## config.mk

```make
export PLATFORM = sky130hd
export DESIGN_NAME = ps_cfg_master
export DESIGN_NICKNAME = d
export VERILOG_FILES = /design/src/rtl/ps_cfg_pkg.sv /design/src/rtl/ps_cfg_datapath.sv /design/src/rtl/ps_cfg_ctrl.sv /design/src/rtl/ps_cfg_master.sv
export SDC_FILE = /design/constraint.sdc
export NUM_CORES = 1
export LEC_CHECK = 0
export ABC_AREA = 0
export BUFFER_PORTS_ARGS = -buffer_cell sky130_fd_sc_hd__buf_2
export CAP_MARGIN = 10
export CORE_UTILIZATION = 55
export DETAILED_ROUTE_END_ITERATION = 8
export PLACE_DENSITY = 0.75
export SYNTH_ARGS = -nofsm -noshare
export SYNTH_HDL_FRONTEND = slang
export SYNTH_SLANG_ARGS = --single-unit
```

## constraint.sdc

```tcl
create_clock -name clk -period 4.1 [get_ports clk]
set_clock_uncertainty 0.2 [all_clocks]
set_input_delay 0.205 -clock clk [delete_from_list [all_inputs] [get_ports clk]]
set_output_delay 0.205 -clock clk [all_outputs]
set_load 0.03 [all_outputs]
```

## src/rtl/ps_cfg_pkg.sv

```systemverilog
package ps_cfg_pkg;
  // Strobes from the sequencer to the pin datapath
  typedef struct packed {
    logic timerClr;   // restart phase timer
    logic cfgLow;     // drive cfgN low
    logic cfgHigh;    // release cfgN
    logic loadCount;  // capture byte total
    logic loadByte;   // take a byte, present its bit 0, dclk low
    logic nextBit;    // present following bit, dclk low
    logic clkHigh;    // dclk rising
    logic clkLow;     // dclk falling
  } dpCtl_t;

  localparam logic [1:0] ERR_NONE     = 2'd0;
  localparam logic [1:0] ERR_STATUS   = 2'd1;
  localparam logic [1:0] ERR_TIMEOUT  = 2'd2;
  localparam logic [1:0] ERR_CONFDONE = 2'd3;
endpackage

```

## src/rtl/ps_cfg_datapath.sv

```systemverilog
module ps_cfg_datapath
  import ps_cfg_pkg::*;
#(
  parameter int CNT_W = 24,
  parameter int TMR_W = 16
) (
  input  logic             clk,
  input  logic             rstN,
  input  dpCtl_t           ctl,
  input  logic [CNT_W-1:0] byteCount,
  input  logic [7:0]       inData,
  input  logic             statusN,
  input  logic             confDone,
  output logic [TMR_W-1:0] timer,
  output logic             bytesZero,
  output logic             lastBit,
  output logic             statusSync,
  output logic             doneSync,
  output logic             cfgN,
  output logic             dclk,
  output logic             data0
);
  localparam int SYNC_N = 2;

  logic [CNT_W-1:0] bytesLeft;
  logic [6:0]       shiftReg;
  logic [2:0]       bitIdx;
  logic [1:0]       asyncIn;
  logic [1:0]       syncOut;

  assign asyncIn = {confDone, statusN};

  // Two-stage synchronizer per asynchronous target input
  for (genvar g = 0; g < 2; g++) begin : gSync
    logic [SYNC_N-1:0] stages;
    always_ff @(posedge clk or negedge rstN) begin
      if (!rstN) stages <= '0;
      else       stages <= {stages[SYNC_N-2:0], asyncIn[g]};
    end
    assign syncOut[g] = stages[SYNC_N-1];
  end

  assign statusSync = syncOut[0];
  assign doneSync   = syncOut[1];
  assign bytesZero  = (bytesLeft == '0);
  assign lastBit    = &bitIdx;

  always_ff @(posedge clk or negedge rstN) begin
    if (!rstN) begin
      timer     <= '0;
      bytesLeft <= '0;
      shiftReg  <= '0;
      bitIdx    <= '0;
      cfgN      <= 1'b1;
      dclk      <= 1'b0;
      data0     <= 1'b0;
    end else begin
      if (ctl.timerClr)     timer <= '0;
      else if (~&timer)     timer <= timer + 1'b1;
      if (ctl.loadCount)    bytesLeft <= byteCount;
      if (ctl.cfgLow)       cfgN <= 1'b0;
      if (ctl.cfgHigh)      cfgN <= 1'b1;
      if (ctl.clkHigh)      dclk <= 1'b1;
      if (ctl.clkLow)       dclk <= 1'b0;
      if (ctl.loadByte) begin
        shiftReg  <= inData[7:1];
        data0     <= inData[0];
        bitIdx    <= '0;
        dclk      <= 1'b0;
        bytesLeft <= bytesLeft - 1'b1;
      end
      if (ctl.nextBit) begin
        data0    <= shiftReg[0];
        shiftReg <= {1'b0, shiftReg[6:1]};
        bitIdx   <= bitIdx + 1'b1;
        dclk     <= 1'b0;
      end
    end
  end
endmodule

```

## src/rtl/ps_cfg_ctrl.sv

```systemverilog
module ps_cfg_ctrl
  import ps_cfg_pkg::*;
#(
  parameter int TMR_W     = 16,
  parameter int PULSE_CYC = 400,
  parameter int GAP_CYC   = 400,
  parameter int WAIT_CYC  = 2000,
  parameter int HALF_CYC  = 2,
  parameter int TRAIL_N   = 12
) (
  input  logic             clk,
  input  logic             rstN,
  input  logic             start,
  input  logic             cancel,
  input  logic             inValid,
  input  logic [TMR_W-1:0] timer,
  input  logic             bytesZero,
  input  logic             lastBit,
  input  logic             statusSync,
  input  logic             doneSync,
  output dpCtl_t           ctl,
  output logic             inReady,
  output logic             busy,
  output logic             done,
  output logic             error,
  output logic [1:0]       errCode
);
  localparam int TRW = $clog2(TRAIL_N + 1);
  localparam logic [TMR_W-1:0] PULSE_END = TMR_W'(PULSE_CYC - 1);
  localparam logic [TMR_W-1:0] GAP_END   = TMR_W'(GAP_CYC - 1);
  localparam logic [TMR_W-1:0] WAIT_END  = TMR_W'(WAIT_CYC - 1);
  localparam logic [TMR_W-1:0] HALF_END  = TMR_W'(HALF_CYC - 1);

  typedef enum logic [3:0] {
    S_IDLE, S_PULSE, S_GAP, S_POLL, S_FETCH, S_LOW, S_HIGH,
    S_DCHK, S_THI, S_TLO
  } state_t;

  state_t         state, nextState;
  logic [TRW-1:0] trail;
  logic           failNow, finish, trailClr, trailInc;
  logic [1:0]     failCode;

  assign busy    = (state != S_IDLE);
  assign inReady = (state == S_FETCH) && !cancel;

  always_comb begin
    ctl       = '0;
    nextState = state;
    failNow   = 1'b0;
    failCode  = ERR_NONE;
    finish    = 1'b0;
    trailClr  = 1'b0;
    trailInc  = 1'b0;
    unique case (state)
      S_IDLE: if (start) begin
        ctl.cfgLow = 1'b1; ctl.timerClr = 1'b1; ctl.loadCount = 1'b1;
        nextState = S_PULSE;
      end
      S_PULSE: if (timer == PULSE_END) begin
        if (!statusSync) begin
          ctl.cfgHigh = 1'b1; ctl.timerClr = 1'b1; nextState = S_GAP;
        end else begin
          failNow = 1'b1; failCode = ERR_STATUS;
        end
      end
      S_GAP: if (timer == GAP_END) begin
        ctl.timerClr = 1'b1; nextState = S_POLL;
      end
      S_POLL: if (statusSync) begin
        ctl.timerClr = 1'b1;
        nextState = bytesZero ? S_DCHK : S_FETCH;
      end else if (timer == WAIT_END) begin
        failNow = 1'b1; failCode = ERR_TIMEOUT;
      end
      S_FETCH: if (inValid) begin
        ctl.loadByte = 1'b1; ctl.timerClr = 1'b1; nextState = S_LOW;
      end
      S_LOW: if (timer == HALF_END) begin
        ctl.clkHigh = 1'b1; ctl.timerClr = 1'b1; nextState = S_HIGH;
      end
      S_HIGH: if (timer == HALF_END) begin
        ctl.timerClr = 1'b1;
        if (!lastBit) begin
          ctl.nextBit = 1'b1; nextState = S_LOW;
        end else if (bytesZero) begin
          ctl.clkLow = 1'b1; nextState = S_DCHK;
        end else begin
          nextState = S_FETCH;
        end
      end
      S_DCHK: if (timer == HALF_END) begin
        if (doneSync) begin
          ctl.clkHigh = 1'b1; ctl.timerClr = 1'b1; trailClr = 1'b1;
          nextState = S_THI;
        end else begin
          failNow = 1'b1; failCode = ERR_CONFDONE;
        end
      end
      S_THI: if (timer == HALF_END) begin
        ctl.clkLow = 1'b1; ctl.timerClr = 1'b1; nextState = S_TLO;
      end
      S_TLO: if (timer == HALF_END) begin
        if (trail == TRW'(TRAIL_N - 1)) begin
          finish = 1'b1; nextState = S_IDLE;
        end else begin
          trailInc = 1'b1; ctl.clkHigh = 1'b1; ctl.timerClr = 1'b1;
          nextState = S_THI;
        end
      end
      default: nextState = S_IDLE;
    endcase
    if (busy && cancel) begin
      failNow  = 1'b1;
      failCode = ERR_NONE;
      finish   = 1'b0;
    end
    if (failNow) begin
      ctl         = '0;
      ctl.cfgHigh = 1'b1;
      ctl.clkLow  = 1'b1;
      nextState   = S_IDLE;
    end
  end

  always_ff @(posedge clk or negedge rstN) begin
    if (!rstN) begin
      state   <= S_IDLE;
      trail   <= '0;
      done    <= 1'b0;
      error   <= 1'b0;
      errCode <= ERR_NONE;
    end else begin
      state <= nextState;
      if (trailClr)      trail <= '0;
      else if (trailInc) trail <= trail + 1'b1;
      if (state == S_IDLE && start) begin
        done <= 1'b0; error <= 1'b0; errCode <= ERR_NONE;
      end
      if (finish) done <= 1'b1;
      if (failNow) begin
        error <= 1'b1; errCode <= failCode;
      end
    end
  end
endmodule

```

## src/rtl/ps_cfg_master.sv

```systemverilog
module ps_cfg_master
  import ps_cfg_pkg::*;
#(
  parameter int CLK_HZ      = 200_000_000,
  parameter int DCLK_MAX_HZ = 50_000_000,
  parameter int PULSE_US    = 2,
  parameter int GAP_US      = 2,
  parameter int TIMEOUT_US  = 100_000,
  parameter int TRAIL_N     = 12,
  parameter int CNT_W       = 24
) (
  input  logic             clk,
  input  logic             rstN,
  input  logic             start,
  input  logic             cancel,
  input  logic [CNT_W-1:0] byteCount,
  input  logic [7:0]       inData,
  input  logic             inValid,
  output logic             inReady,
  output logic             cfgN,
  output logic             dclk,
  output logic             data0,
  input  logic             statusN,
  input  logic             confDone,
  output logic             busy,
  output logic             done,
  output logic             error,
  output logic [1:0]       errCode
);
  localparam int CYC_US    = (CLK_HZ / 1_000_000 < 1) ? 1 : CLK_HZ / 1_000_000;
  localparam int PULSE_CYC = (PULSE_US < 1) ? CYC_US : PULSE_US * CYC_US;
  localparam int GAP_CYC   = (GAP_US < 1) ? CYC_US : GAP_US * CYC_US;
  localparam int WAIT_CYC  = (TIMEOUT_US < 1) ? CYC_US : TIMEOUT_US * CYC_US;
  localparam int HALF_RAW  = (CLK_HZ + 2 * DCLK_MAX_HZ - 1) / (2 * DCLK_MAX_HZ);
  localparam int HALF_CYC  = (HALF_RAW < 1) ? 1 : HALF_RAW;
  localparam int TMR_W     = $clog2(PULSE_CYC + GAP_CYC + WAIT_CYC + HALF_CYC + 1);

  dpCtl_t           ctl;
  logic [TMR_W-1:0] timer;
  logic             bytesZero, lastBit, statusSync, doneSync;

  ps_cfg_ctrl #(
    .TMR_W(TMR_W), .PULSE_CYC(PULSE_CYC), .GAP_CYC(GAP_CYC),
    .WAIT_CYC(WAIT_CYC), .HALF_CYC(HALF_CYC), .TRAIL_N(TRAIL_N)
  ) uCtrl (
    .clk(clk), .rstN(rstN), .start(start), .cancel(cancel),
    .inValid(inValid), .timer(timer), .bytesZero(bytesZero),
    .lastBit(lastBit), .statusSync(statusSync), .doneSync(doneSync),
    .ctl(ctl), .inReady(inReady), .busy(busy), .done(done),
    .error(error), .errCode(errCode)
  );

  ps_cfg_datapath #(.CNT_W(CNT_W), .TMR_W(TMR_W)) uPath (
    .clk(clk), .rstN(rstN), .ctl(ctl), .byteCount(byteCount),
    .inData(inData), .statusN(statusN), .confDone(confDone),
    .timer(timer), .bytesZero(bytesZero), .lastBit(lastBit),
    .statusSync(statusSync), .doneSync(doneSync),
    .cfgN(cfgN), .dclk(dclk), .data0(data0)
  );
endmodule

```

# After elaboration in Yosys (flattened, before gate mapping)
# Cells that the tools add are included.
[totals]
register_bits = 78
out_inout_bits = 9
word_cells = 149
[op_classes]
addsub = 4
n_eq_ne = 26
muxes = 87
n_reduce_logical = 18
[op_table]
columns = ["op", "n"]
rows = [
  ["$mux 4", 17],
  ["$mux 25", 2],
  ["$mux 24", 2],
  ["$mux 1", 46],
  ["$pmux 4 s10", 1],
  ["$ne 3x1->1 const B", 9],
  ["$add 25x1->25 const B", 1],
  ["$eq 25x1->1 const B", 1],
  ["$eq 25x25->1 const B", 1],
  ["$eq 25x9->1 const B", 1],
  ["$reduce_and 25->1", 1],
  ["$logic_not 24->1", 1],
  ["$sub 24x1->24 const B", 1],
  ["$mux 2", 9],
  ["$eq 4x3->1 const B", 4],
  ["$mux 7", 2],
  ["$eq 4x4->1 const B", 3],
  ["$reduce_and 12->1", 1],
  ["$reduce_bool 2->1", 6],
  ["$eq 4x2->1 const B", 2],
  ["$mux 8", 1],
  ["$pmux 1 s8", 1],
  ["$reduce_bool 4->1", 2],
  ["$mux 3", 2],
  ["other kinds (14)", 18],
]

# Depth between registers and ports, before layout
# Gate-level depths: netlist of the first run.
[logic_depth]
word_depth = 10
mapped_depth = 10
depth_no_buf = 8

# Cells and area by module
# Synthesis of the first run repeated with hierarchy kept, for this count alone.
[hier_totals]
hier_cells = 574
hier_area_um2 = 5048.6
[by_module_without_submodules]
columns = ["mod", "n_inst", "cells_per_inst", "area_per_inst_um2", "seq_area_each_um2"]
rows = [
  ["ps_cfg_datapath", 1, 410, 3816.2, 1652.8],
  ["ps_cfg_ctrl", 1, 164, 1232.4, 300.3],
]

# Worst setup path after synthesis of the first run
# No wires, ideal clock.
[synth_path]
kind = "register to register"
start = "register uCtrl.state[0]"
end = "register uPath.timer[6]"
setup_time_ps = 120
arrival_ps = 2468
path_slack_ps = 1312
stages_incl_launch_ff = 10
cell_sequence = "dfrtp_1 -> buf_2 -> or4_4 -> and2_4 -> a21o_2 -> or3_1 -> buf_4 -> a31oi_4 -> buf_4 -> nor2_1"
[synth_between]
elab_chain_cells = 5
elab_cells_between_ends = 19
[synth_rtl]
columns = ["element", "line", "rtl"]
rows = [
  ["start: declaration", "ps_cfg_ctrl.sv:39", "state_t state, nextState;"],
  ["start signal: assignment", "ps_cfg_ctrl.sv:134", "state <= nextState;"],
  ["$reduce_bool 4->1 *", "ps_cfg_ctrl.sv:44", "assign busy = (state != S_IDLE);"],
  ["via busy", "ps_cfg_master.sv:25", "output logic busy,"],
  ["$logic_and 1x1->1 *", "ps_cfg_ctrl.sv:113", "if (busy && cancel) begin"],
  ["$mux 1 *", "ps_cfg_ctrl.sv:113", ""],
  ["$mux 8 *", "ps_cfg_ctrl.sv:118", "if (failNow) begin"],
  ["$ne 2x2->1 (no line) or $mux 25 (tied branches)", "-", ""],
  ["end signal: assignment", "ps_cfg_datapath.sv:59", "else if (~&timer) timer <= timer + 1'b1;"],
  ["end: declaration", "ps_cfg_datapath.sv:14", "output logic [TMR_W-1:0] timer,"],
]
# The timed path passes the listed nets; every way through them passes the cells marked *.
# A chain may end at the register's enable or synchronous reset.

# Final worst setup path of the first run
[layout_path]
start = "register uPath.timer[15]"
end = "register uPath.timer[2]"
[layout_between]
elab_chain_cells = 7
elab_cells_between_ends = 19
[layout_rtl]
columns = ["element", "line", "rtl"]
rows = [
  ["$eq 25x25->1", "ps_cfg_ctrl.sv:73", "end else if (timer == WAIT_END) begin"],
  ["$mux 1", "ps_cfg_ctrl.sv:73", ""],
  ["$mux 1", "ps_cfg_ctrl.sv:70", "S_POLL: if (statusSync) begin"],
  ["$pmux 1 s3", "ps_cfg_ctrl.sv:55", "unique case (state)"],
  ["$mux 1", "ps_cfg_ctrl.sv:113", ""],
  ["$mux 8", "ps_cfg_ctrl.sv:118", ""],
  ["$ne 2x2->1 (no line) or $mux 25 (tied branches)", "-", ""],
]
# Several ways; a longest one is shown, not always the timed one.

==> impl_results.rst, run 1 <==
.. list-table::
   :header-rows: 1

   * - Metric
     - Value
   * - Result of the run
     - finished, final reports clean
   * - Worst Max-Slew Pin Slew
     - 0.975 ns
   * - Buffers inserted during post-CTS setup optimization
     - 0
   * - FILL cells
     - 707
   * - Core area
     - ~8300 um2
   * - Initial antenna violation count
     - 0
   * - Effective utilization at floorplan
     - 0.575
   * - First-pass detailed-route iteration total
     - 7
   * - Mux cell area share after synthesis
     - 0.00862
   * - Residual antenna-violating net count after detailed routing
     - 0
   * - Timing-limited maximum frequency
     - 309 MHz
   * - Sequential cell area
     - 1950 um2
   * - Clock tree root driver cell
     - clkbuf_8
   * - Multi-input gate area in the final layout
     - roughly 2600 um2
   * - Switching power
     - around 1.1 mW
   * - Data arrival time of the worst path
     - between 3 and 4 ns
   * - Count of max-cap constraint violations
     - 0
   * - Total Neg Setup Slack
     - 0 ns
   * - Peak supply drop
     - between 200 and 300 uV
   * - Internal portion of total power
     - 1.60 mW
   * - Clock Power Share
     - 0.223
   * - Clock latency of the later-clocked register in the worst-skew pair
     - 0.36 ns
   * - Synth Area in Adders
     - 0.0183
   * - Number of clock sinks
     - 78
   * - Sequential share of power
     - 0.427
   * - Dominant register cell in the synthesized netlist
     - dfrtp_1
   * - Final net count
     - 659
   * - Max-slew headroom
     - 0.350
   * - Seq cells post-synth
     - 78
   * - Horizontal die dimension
     - 95.3 um
   * - Synthesized-area fraction occupied by and/or/nand/nor cells
     - 0.286
   * - Number of distinct library cells after synthesis
     - 72
   * - Max Root-Sink Buffers
     - 2
   * - Fraction of post-synthesis cell area in the top cell type by area
     - 0.402
   * - Number of top-level design ports
     - 48
   * - Number of global-route vias before repair
     - 4046
   * - Total congestion overflow
     - 0
   * - Yosys Warn Count
     - 0
   * - Number of synthesized flops with an enable pin
     - 0
   * - Total clock buffers created by CTS
     - 9
   * - Final Setup Violations
     - 0
   * - Most common cell in the synthesized netlist
     - dfrtp_1
   * - H-tree depth reported by CTS
     - 3
   * - Die outline height
     - 95.3 um
   * - Areal power density over the cells
     - 475 nW/um2
   * - Final weighted congestion of routability-driven global placement
     - ~1.0
   * - Biggest area consumer among synthesized cells
     - dfrtp_1
   * - Area of placed instances
     - 5100 um2
   * - Kind of critical path
     - register to register
   * - Share of the synthesized netlist area taken by xor and xnor gates
     - 0.0420
   * - Relative contribution of combinational cells to total power
     - 0.350
   * - Count of buffers inserted at the top-level ports
     - 47
   * - GRT Resource Usage Total
     - 0.281
   * - Nature of the critical path endpoint
     - register
   * - Share of the clock period used by the worst path
     - 0.789
   * - CTS tree
     - yes
   * - Most instantiated cells after synthesis
     - dfrtp_1, nor2_1, o21ai_0, a21oi_1, nand2_1
   * - Crit start category
     - register
   * - Hold Fails Final Rpt
     - 0
   * - Gate count after technology mapping
     - 537
   * - Compound-gate portion of the synthesized area
     - 0.192
   * - Via count
     - around 4500
   * - Combined area of all synthesized cells
     - around 4800 um2
   * - Minimum period implied by the final worst setup slack
     - between 3 and 4 ns
   * - Static power due to leakage
     - 2.39 nW
   * - Syn nets
     - 583
   * - Count of final max-slew check failures
     - 0
   * - Post-synthesis async set-or-reset flop share
     - 1.00
   * - Max Fanout on Critical Path
     - 25
   * - Count of unresolved DRC violations after routing
     - 0
   * - Top area cells in the synthesized netlist
     - dfrtp_1, nor2_1, o21ai_0
   * - Per-cell via count in the routed design
     - 6.17
   * - Die area
     - 9090 um2
   * - First-pass GRT wire length
     - 19500 um
   * - DP Wirelength
     - between 7000 and 8000 um
   * - Unrepaired setup endpoints after global routing
     - false
   * - Hold Crit Class
     - input port to register
   * - Final antenna diode count
     - 0
   * - Average wire per standard cell
     - 16.6 um
   * - Row count
     - 33
   * - Net switching share of the total power
     - 0.400
   * - Main combinational cell family by area after synthesis
     - simple AND/OR/NAND/NOR gates
   * - Required time at the worst-slack endpoint
     - 4.12 ns
   * - Share of final-layout standard cells stronger than drive strength 1
     - 0.178
   * - Maximum number of pins on one net before global-route repair
     - 79
   * - Syn_area_per_cell
     - 8.92 um2
   * - Sequential share of the synthesized area
     - 0.408
   * - Area added between synthesis and finish
     - 17.1%
   * - Total length of routed wires
     - 12000 um
   * - Number of DRC violations after detailed-routing iteration 0
     - 356
   * - Post-route cell area
     - around 5600 um2
   * - Worst-path clk slew
     - 0.09 ns
[placed cells by master (no fill, tap or decap), types with 20 or more instances in the layout]
cell type,n
nor2_1,70
nand2_1,33
dfrtp_1,77
a21oi_1,39
nor3_1,20
nand4_1,22
buf_2,46
dlygate4sd3_1,32
nand3_1,23
o21ai_0,41
[metrics by stage]
stage	power, mW	setup slack (ns)	hold slack, ns	std cells	util
3_3_place_gp	2.01	0.944	0.115	675	0.611
6_report	2.67	0.864	0.0237	723	0.673
5_1_grt	2.83	0.597	0.0334	723	0.673
3_5_place_dp	2.04	0.912	0.118	675	0.611
2_1_floorplan	1.80	1.31	-0.291	537	-
4_1_cts	2.66	0.920	0.0152	723	0.673
[worst paths after layout]
kind                                                     from                            endpoint  slack [ns]  cells after the start
max                               uPath.timer[15]$_DFFE_PN0P_          uPath.timer[2]$_DFFE_PN0P_        0.86                      6
min                                             byteCount[22]     uPath.bytesLeft[22]$_DFFE_PN0P_        0.02                      4
max reg2reg                       uPath.timer[15]$_DFFE_PN0P_          uPath.timer[2]$_DFFE_PN0P_        0.86                      6
min reg2reg                uPath.gSync[1].stages[0]$_DFF_PN0_  uPath.gSync[1].stages[1]$_DFF_PN0_        0.15                      0
max in group asynchronous                                rstN              uPath.dclk$_DFFE_PN0P_        2.72                      2
min in group asynchronous                                rstN          uPath.timer[6]$_DFFE_PN0P_        0.32                      2
[worst max-delay path, cell delays in order (launching register included)]
cell and delay [ns]:
dfrtp_1 0.45, or4_1 0.57, or3_1 0.57, a2111oi_0 0.38
nor2_1 0.14, a31oi_4 0.65, nor3_1 0.13
[flip-flops by register name (all words and copies together) (netlist names)]
name,cells
uCtrl.done,1
uCtrl.errCode,2
uCtrl.error,1
uCtrl.state,4
uCtrl.trail,4
uPath.bitIdx,3
uPath.bytesLeft,24
uPath.cfgN,1
uPath.data0,1
uPath.dclk,1
uPath.gSync.stages,4
uPath.shiftReg,7
uPath.timer,25
[what timing repair did]
item,4_1_cts,5_1_grt
gates resized for setup,0,0
hold buffers,32,0
hold endpoints to repair,108,0
[power by group through the flow]
stage / clock [mW] / combinational, mW / sequential (mW)
global placement: 0 / 0.874 / 1.14
floorplan: 0 / 0.675 / 1.12
finish: 0.596 / 0.933 / 1.14
global route: 0.634 / 1.04 / 1.16
CTS: 0.609 / 0.923 / 1.13
detailed placement: 0 / 0.894 / 1.14
[metal layers]
| layer | GRT usage | part of all wire |
|---|---|---|
| met1 | 0.399 | 0.45 |
| met2 | 0.434 | 0.47 |
| met3 | 0.0510 | 0.070 |
| met4 | 0.0909 | 0.014 |
| met5 | 0 | 0 |
[cells by family (layout without fill, tap and decap cells)]
| logic type | count (synthesis) | after routing |
|---|---|---|
| compound gates | 139 | 139 |
| mux | 4 | 4 |
| xor+xnor | 23 | 23 |
| simple gates | 246 | 246 |
| flops | 78 | 78 |
| buf+inv | 40 | 121 |
| fa+ha+maj | 7 | 7 |
[area by class of cell]
type	count	area share
Clock buffer	10	0.0227
Clock inverter	6	0.0123
Inverter	14	0.00936
Multi-Input combinational cell	419	0.469
Sequential cell	78	0.348
Tap cell	105	0.0234
Timing Repair Buffer	91	0.115
Note: power is estimated with default switching activity, not from simulation.
==> run 2, diff against run 1 <==
CORE_UTILIZATION = 54   (was 55)
PLACE_DENSITY = 0.77   (was 0.75)
clock period = 2.9 ns   (was 4.1 ns; I/O delays follow)
==> run 2 against run 1 <==
  * Combinational power increased by 58%
  * Largest power group unchanged
  * Sequential cell count unchanged
  * Fmax increased by 18%
  * Die area increased by 1.8%
  * Highest routed layer unchanged
==> impl_results.rst, run 2 (same netlist as run 1, synthesis figures left out) <==
.. list-table::
   :header-rows: 1

   * - Metric
     - Value
   * - Result of the run
     - finished, final reports clean
   * - Row count
     - 34 (+3.0%)
   * - Crit start category
     - register
   * - Initial antenna violation count
     - 0 (unchanged)
   * - Hold Crit Class
     - input port to register
   * - Data arrival time of the worst path
     - 2.79 ns (-0.46 ns)
   * - Sequential cell area
     - 1950 um2 (unchanged)
   * - Worst Max-Slew Pin Slew
     - 0.995 ns (+0.0196 ns)
   * - Unrepaired setup endpoints after global routing
     - false
   * - Per-cell via count in the routed design
     - 6.10 (-1.2%)
   * - Multi-input gate area in the final layout
     - 2680 um2 (+1.9%)
   * - FILL cells
     - 665 (-5.9%)
   * - Final antenna diode count
     - 0 (unchanged)
   * - Core area
     - 8640 um2 (+3.5%)
   * - Total clock buffers created by CTS
     - 9 (unchanged)
   * - Count of max-cap constraint violations
     - 0 (unchanged)
   * - Horizontal die dimension
     - 96.2 um (+0.91%)
   * - Die area
     - 9260 um2 (+1.8%)
   * - Areal power density over the cells
     - 651 nW/um2 (+37%)
   * - Register ranked first by flip-flop count
     - uPath.timer
   * - Final weighted congestion of routability-driven global placement
     - 0.933 (-7.2%)
   * - Hold Fails Final Rpt
     - 0 (unchanged)
   * - Share of the clock period used by the worst path
     - 0.949 (+0.159)
   * - Final WS setup
     - 0.149 ns (-0.715 ns)
   * - GRT Resource Usage Total
     - 0.288 (+0.00740)
   * - Peak per-stage delay on the critical path
     - 0.54 ns (-0.11 ns)
   * - Slowest cell on the critical path
     - or4_1
   * - Count of final max-slew check failures
     - 0 (unchanged)
   * - Worst-path clk slew
     - 0.08 ns (about the same)
   * - Pre-CTS setup slack
     - 0.0851 ns (-0.827 ns)
   * - Clock latency of the later-clocked register in the worst-skew pair
     - 0.36 ns (about the same)
   * - Final total power
     - 3.91 mW (+47%)
   * - Peak supply drop
     - 336 uV (+19%)
   * - Maximum number of pins on one net before global-route repair
     - 79 (unchanged)
   * - Count of unresolved DRC violations after routing
     - 0 (unchanged)
   * - Required time at the worst-slack endpoint
     - 2.94 ns (-1.18 ns)
   * - Kind of critical path
     - register to register
   * - Minimum period implied by the final worst setup slack
     - 2.75 ns (-0.485 ns)
   * - Area added between synthesis and finish
     - 25.4%
   * - Most common cell after layout, fill and taps aside
     - dfrtp_1
   * - Timing-limited maximum frequency
     - 364 MHz (+18%)
   * - Total Neg Setup Slack
     - 0 ns (unchanged)
   * - Total congestion overflow
     - 0 (unchanged)
   * - Average wire per standard cell
     - 16.9 um (+1.9%)
   * - Number of top-level design ports
     - 48 (unchanged)
   * - Number of clock sinks
     - 78 (unchanged)
   * - Die outline height
     - 96.2 um (+0.91%)
   * - Effective utilization at floorplan
     - 0.555 (-0.0196)
   * - First-pass GRT wire length
     - 20300 um (+4.1%)
   * - Via count
     - 4676 (+4.8%)
   * - Number of global-route vias before repair
     - 4235 (+4.7%)
   * - Final Setup Violations
     - 0 (unchanged)
   * - Regs by FF count
     - uPath.timer: 25 flops, uPath.bytesLeft: 24 flops, uPath.shiftReg: 7 flops
   * - Clock tree root driver cell
     - clkbuf_8
   * - Residual antenna-violating net count after detailed routing
     - 0 (unchanged)
   * - CTS tree
     - yes
   * - First-pass detailed-route iteration total
     - 4 (-3)
   * - Max Root-Sink Buffers
     - 2 (unchanged)
   * - Nature of the critical path endpoint
     - register
   * - Area of placed instances
     - 5410 um2 (+6.1%)
   * - Static power due to leakage
     - 2.63 nW (+10%)
   * - Max Fanout on Critical Path
     - 9 (-64%)
   * - Max-slew headroom
     - 0.337 (-0.0131)
   * - Post-route cell area
     - 6010 um2 (+7.1%)
   * - Total length of routed wires
     - 12900 um (+8.1%)
   * - Flip-flop count of the largest register, all copies and words added
     - 25 (unchanged)
   * - Count of buffers inserted at the top-level ports
     - 47 (unchanged)
   * - H-tree depth reported by CTS
     - 3 (unchanged)
   * - Number of DRC violations after detailed-routing iteration 0
     - 297 (-17%)
   * - Share of final-layout standard cells stronger than drive strength 1
     - 0.228 (+0.0496)
   * - DP Wirelength
     - 8550 um (+8.3%)
   * - Critical-path cell list
     - or4_1 > or3_4 > nor4_4 > nor4b_4 > buf_4 > nor2_4 > mux2_2
   * - Final net count
     - 700 (+6.2%)
   * - Buffers inserted during post-CTS setup optimization
     - 0 (unchanged)
   * - Most used cells in the layout excluding fill and tap cells
     - dfrtp_1, nor2_1, buf_2, buf_4, o21ai_0
==> run 2: cell count changes in the layout (fill, tap and decap cells not counted), sizes merged <==
cell,change
buf,+36
inv,-2
clkbuf,+2
clkinvlp,-1
clkinv,+1
dlygate4sd3,+4
a211oi,+1
==> run 2: final cells by class <==
cell class                      instances  area share
Clock inverter                          4     0.00812
Tap cell                              108      0.0225
Multi-Input combinational cell        420       0.446
Clock buffer                           12      0.0241
Inverter                               14     0.00874
Sequential cell                        78       0.325
Timing Repair Buffer                  131       0.166
==> run 2: critical path: cells and delay by family, from the launching register on <==
kind                   cells  cell delay [ns]
AND/OR/NAND/NOR            5             1.56
buffers and inverters      1             0.20
flip-flops                 1             0.38
multiplexers               1             0.29
==> run 2: path summary, 6_finish.rpt <==
check,from,endpoint,slack [ns],depth (start not counted)
worst min register to register,uPath.gSync[1].stages[0]$_DFF_PN0_,uPath.gSync[1].stages[1]$_DFF_PN0_,0.16,0
min in group asynchronous,rstN,uPath.timer[7]$_DFFE_PN0P_,0.29,2
worst max register to register,uPath.timer[18]$_DFFE_PN0P_,uPath.bitIdx[0]$_DFFE_PN0P_,0.15,7
max in group asynchronous,rstN,uPath.bytesLeft[2]$_DFFE_PN0P_,1.56,2
worst max-delay path,uPath.timer[18]$_DFFE_PN0P_,uPath.bitIdx[0]$_DFFE_PN0P_,0.15,7
worst min-delay path,start,uPath.cfgN$_DFFE_PN1P_,0.15,3
==> run 2: power breakdown <==
| group | total, mW | internal (mW) | switching (mW) |
|---|---|---|---|
| clock network | 0.829 | 0.421 | 0.408 |
| logic | 1.47 | 0.616 | 0.850 |
| registers | 1.62 | 1.35 | 0.265 |
==> run 2: layer usage <==
metal | up-vias | wire (um) | part of all wire | GRT usage
li1 | 2234 | - | - | -
met1 | 2233 | 5680 | 0.44 | 0.397
met2 | 177 | 6180 | 0.48 | 0.450
met3 | 32 | 770 | 0.060 | 0.0537
met4 | 0 | 298 | 0.023 | 0.108
met5 | - | 0 | 0 | 0
==> run 2: through the flow <==
| stage | util | hold WS [ns] | instances |
|---|---|---|---|
| floorplan | - | -0.351 | 537 |
| global placement | 0.626 | 0.0559 | 714 |
| detailed placement | 0.626 | 0.0543 | 714 |
| CTS | 0.690 | 0.0941 | 766 |
| global route | 0.696 | 0.152 | 767 |
| finish | 0.696 | 0.152 | 767 |
==> run 2: what timing repair did <==
item | 4_1_cts | 5_1_grt
endpoints found under the setup margin | 0 | 23
gates resized for setup | 0 | 6
endpoints found under the hold margin | 114 | 0
hold buffers | 36 | 0
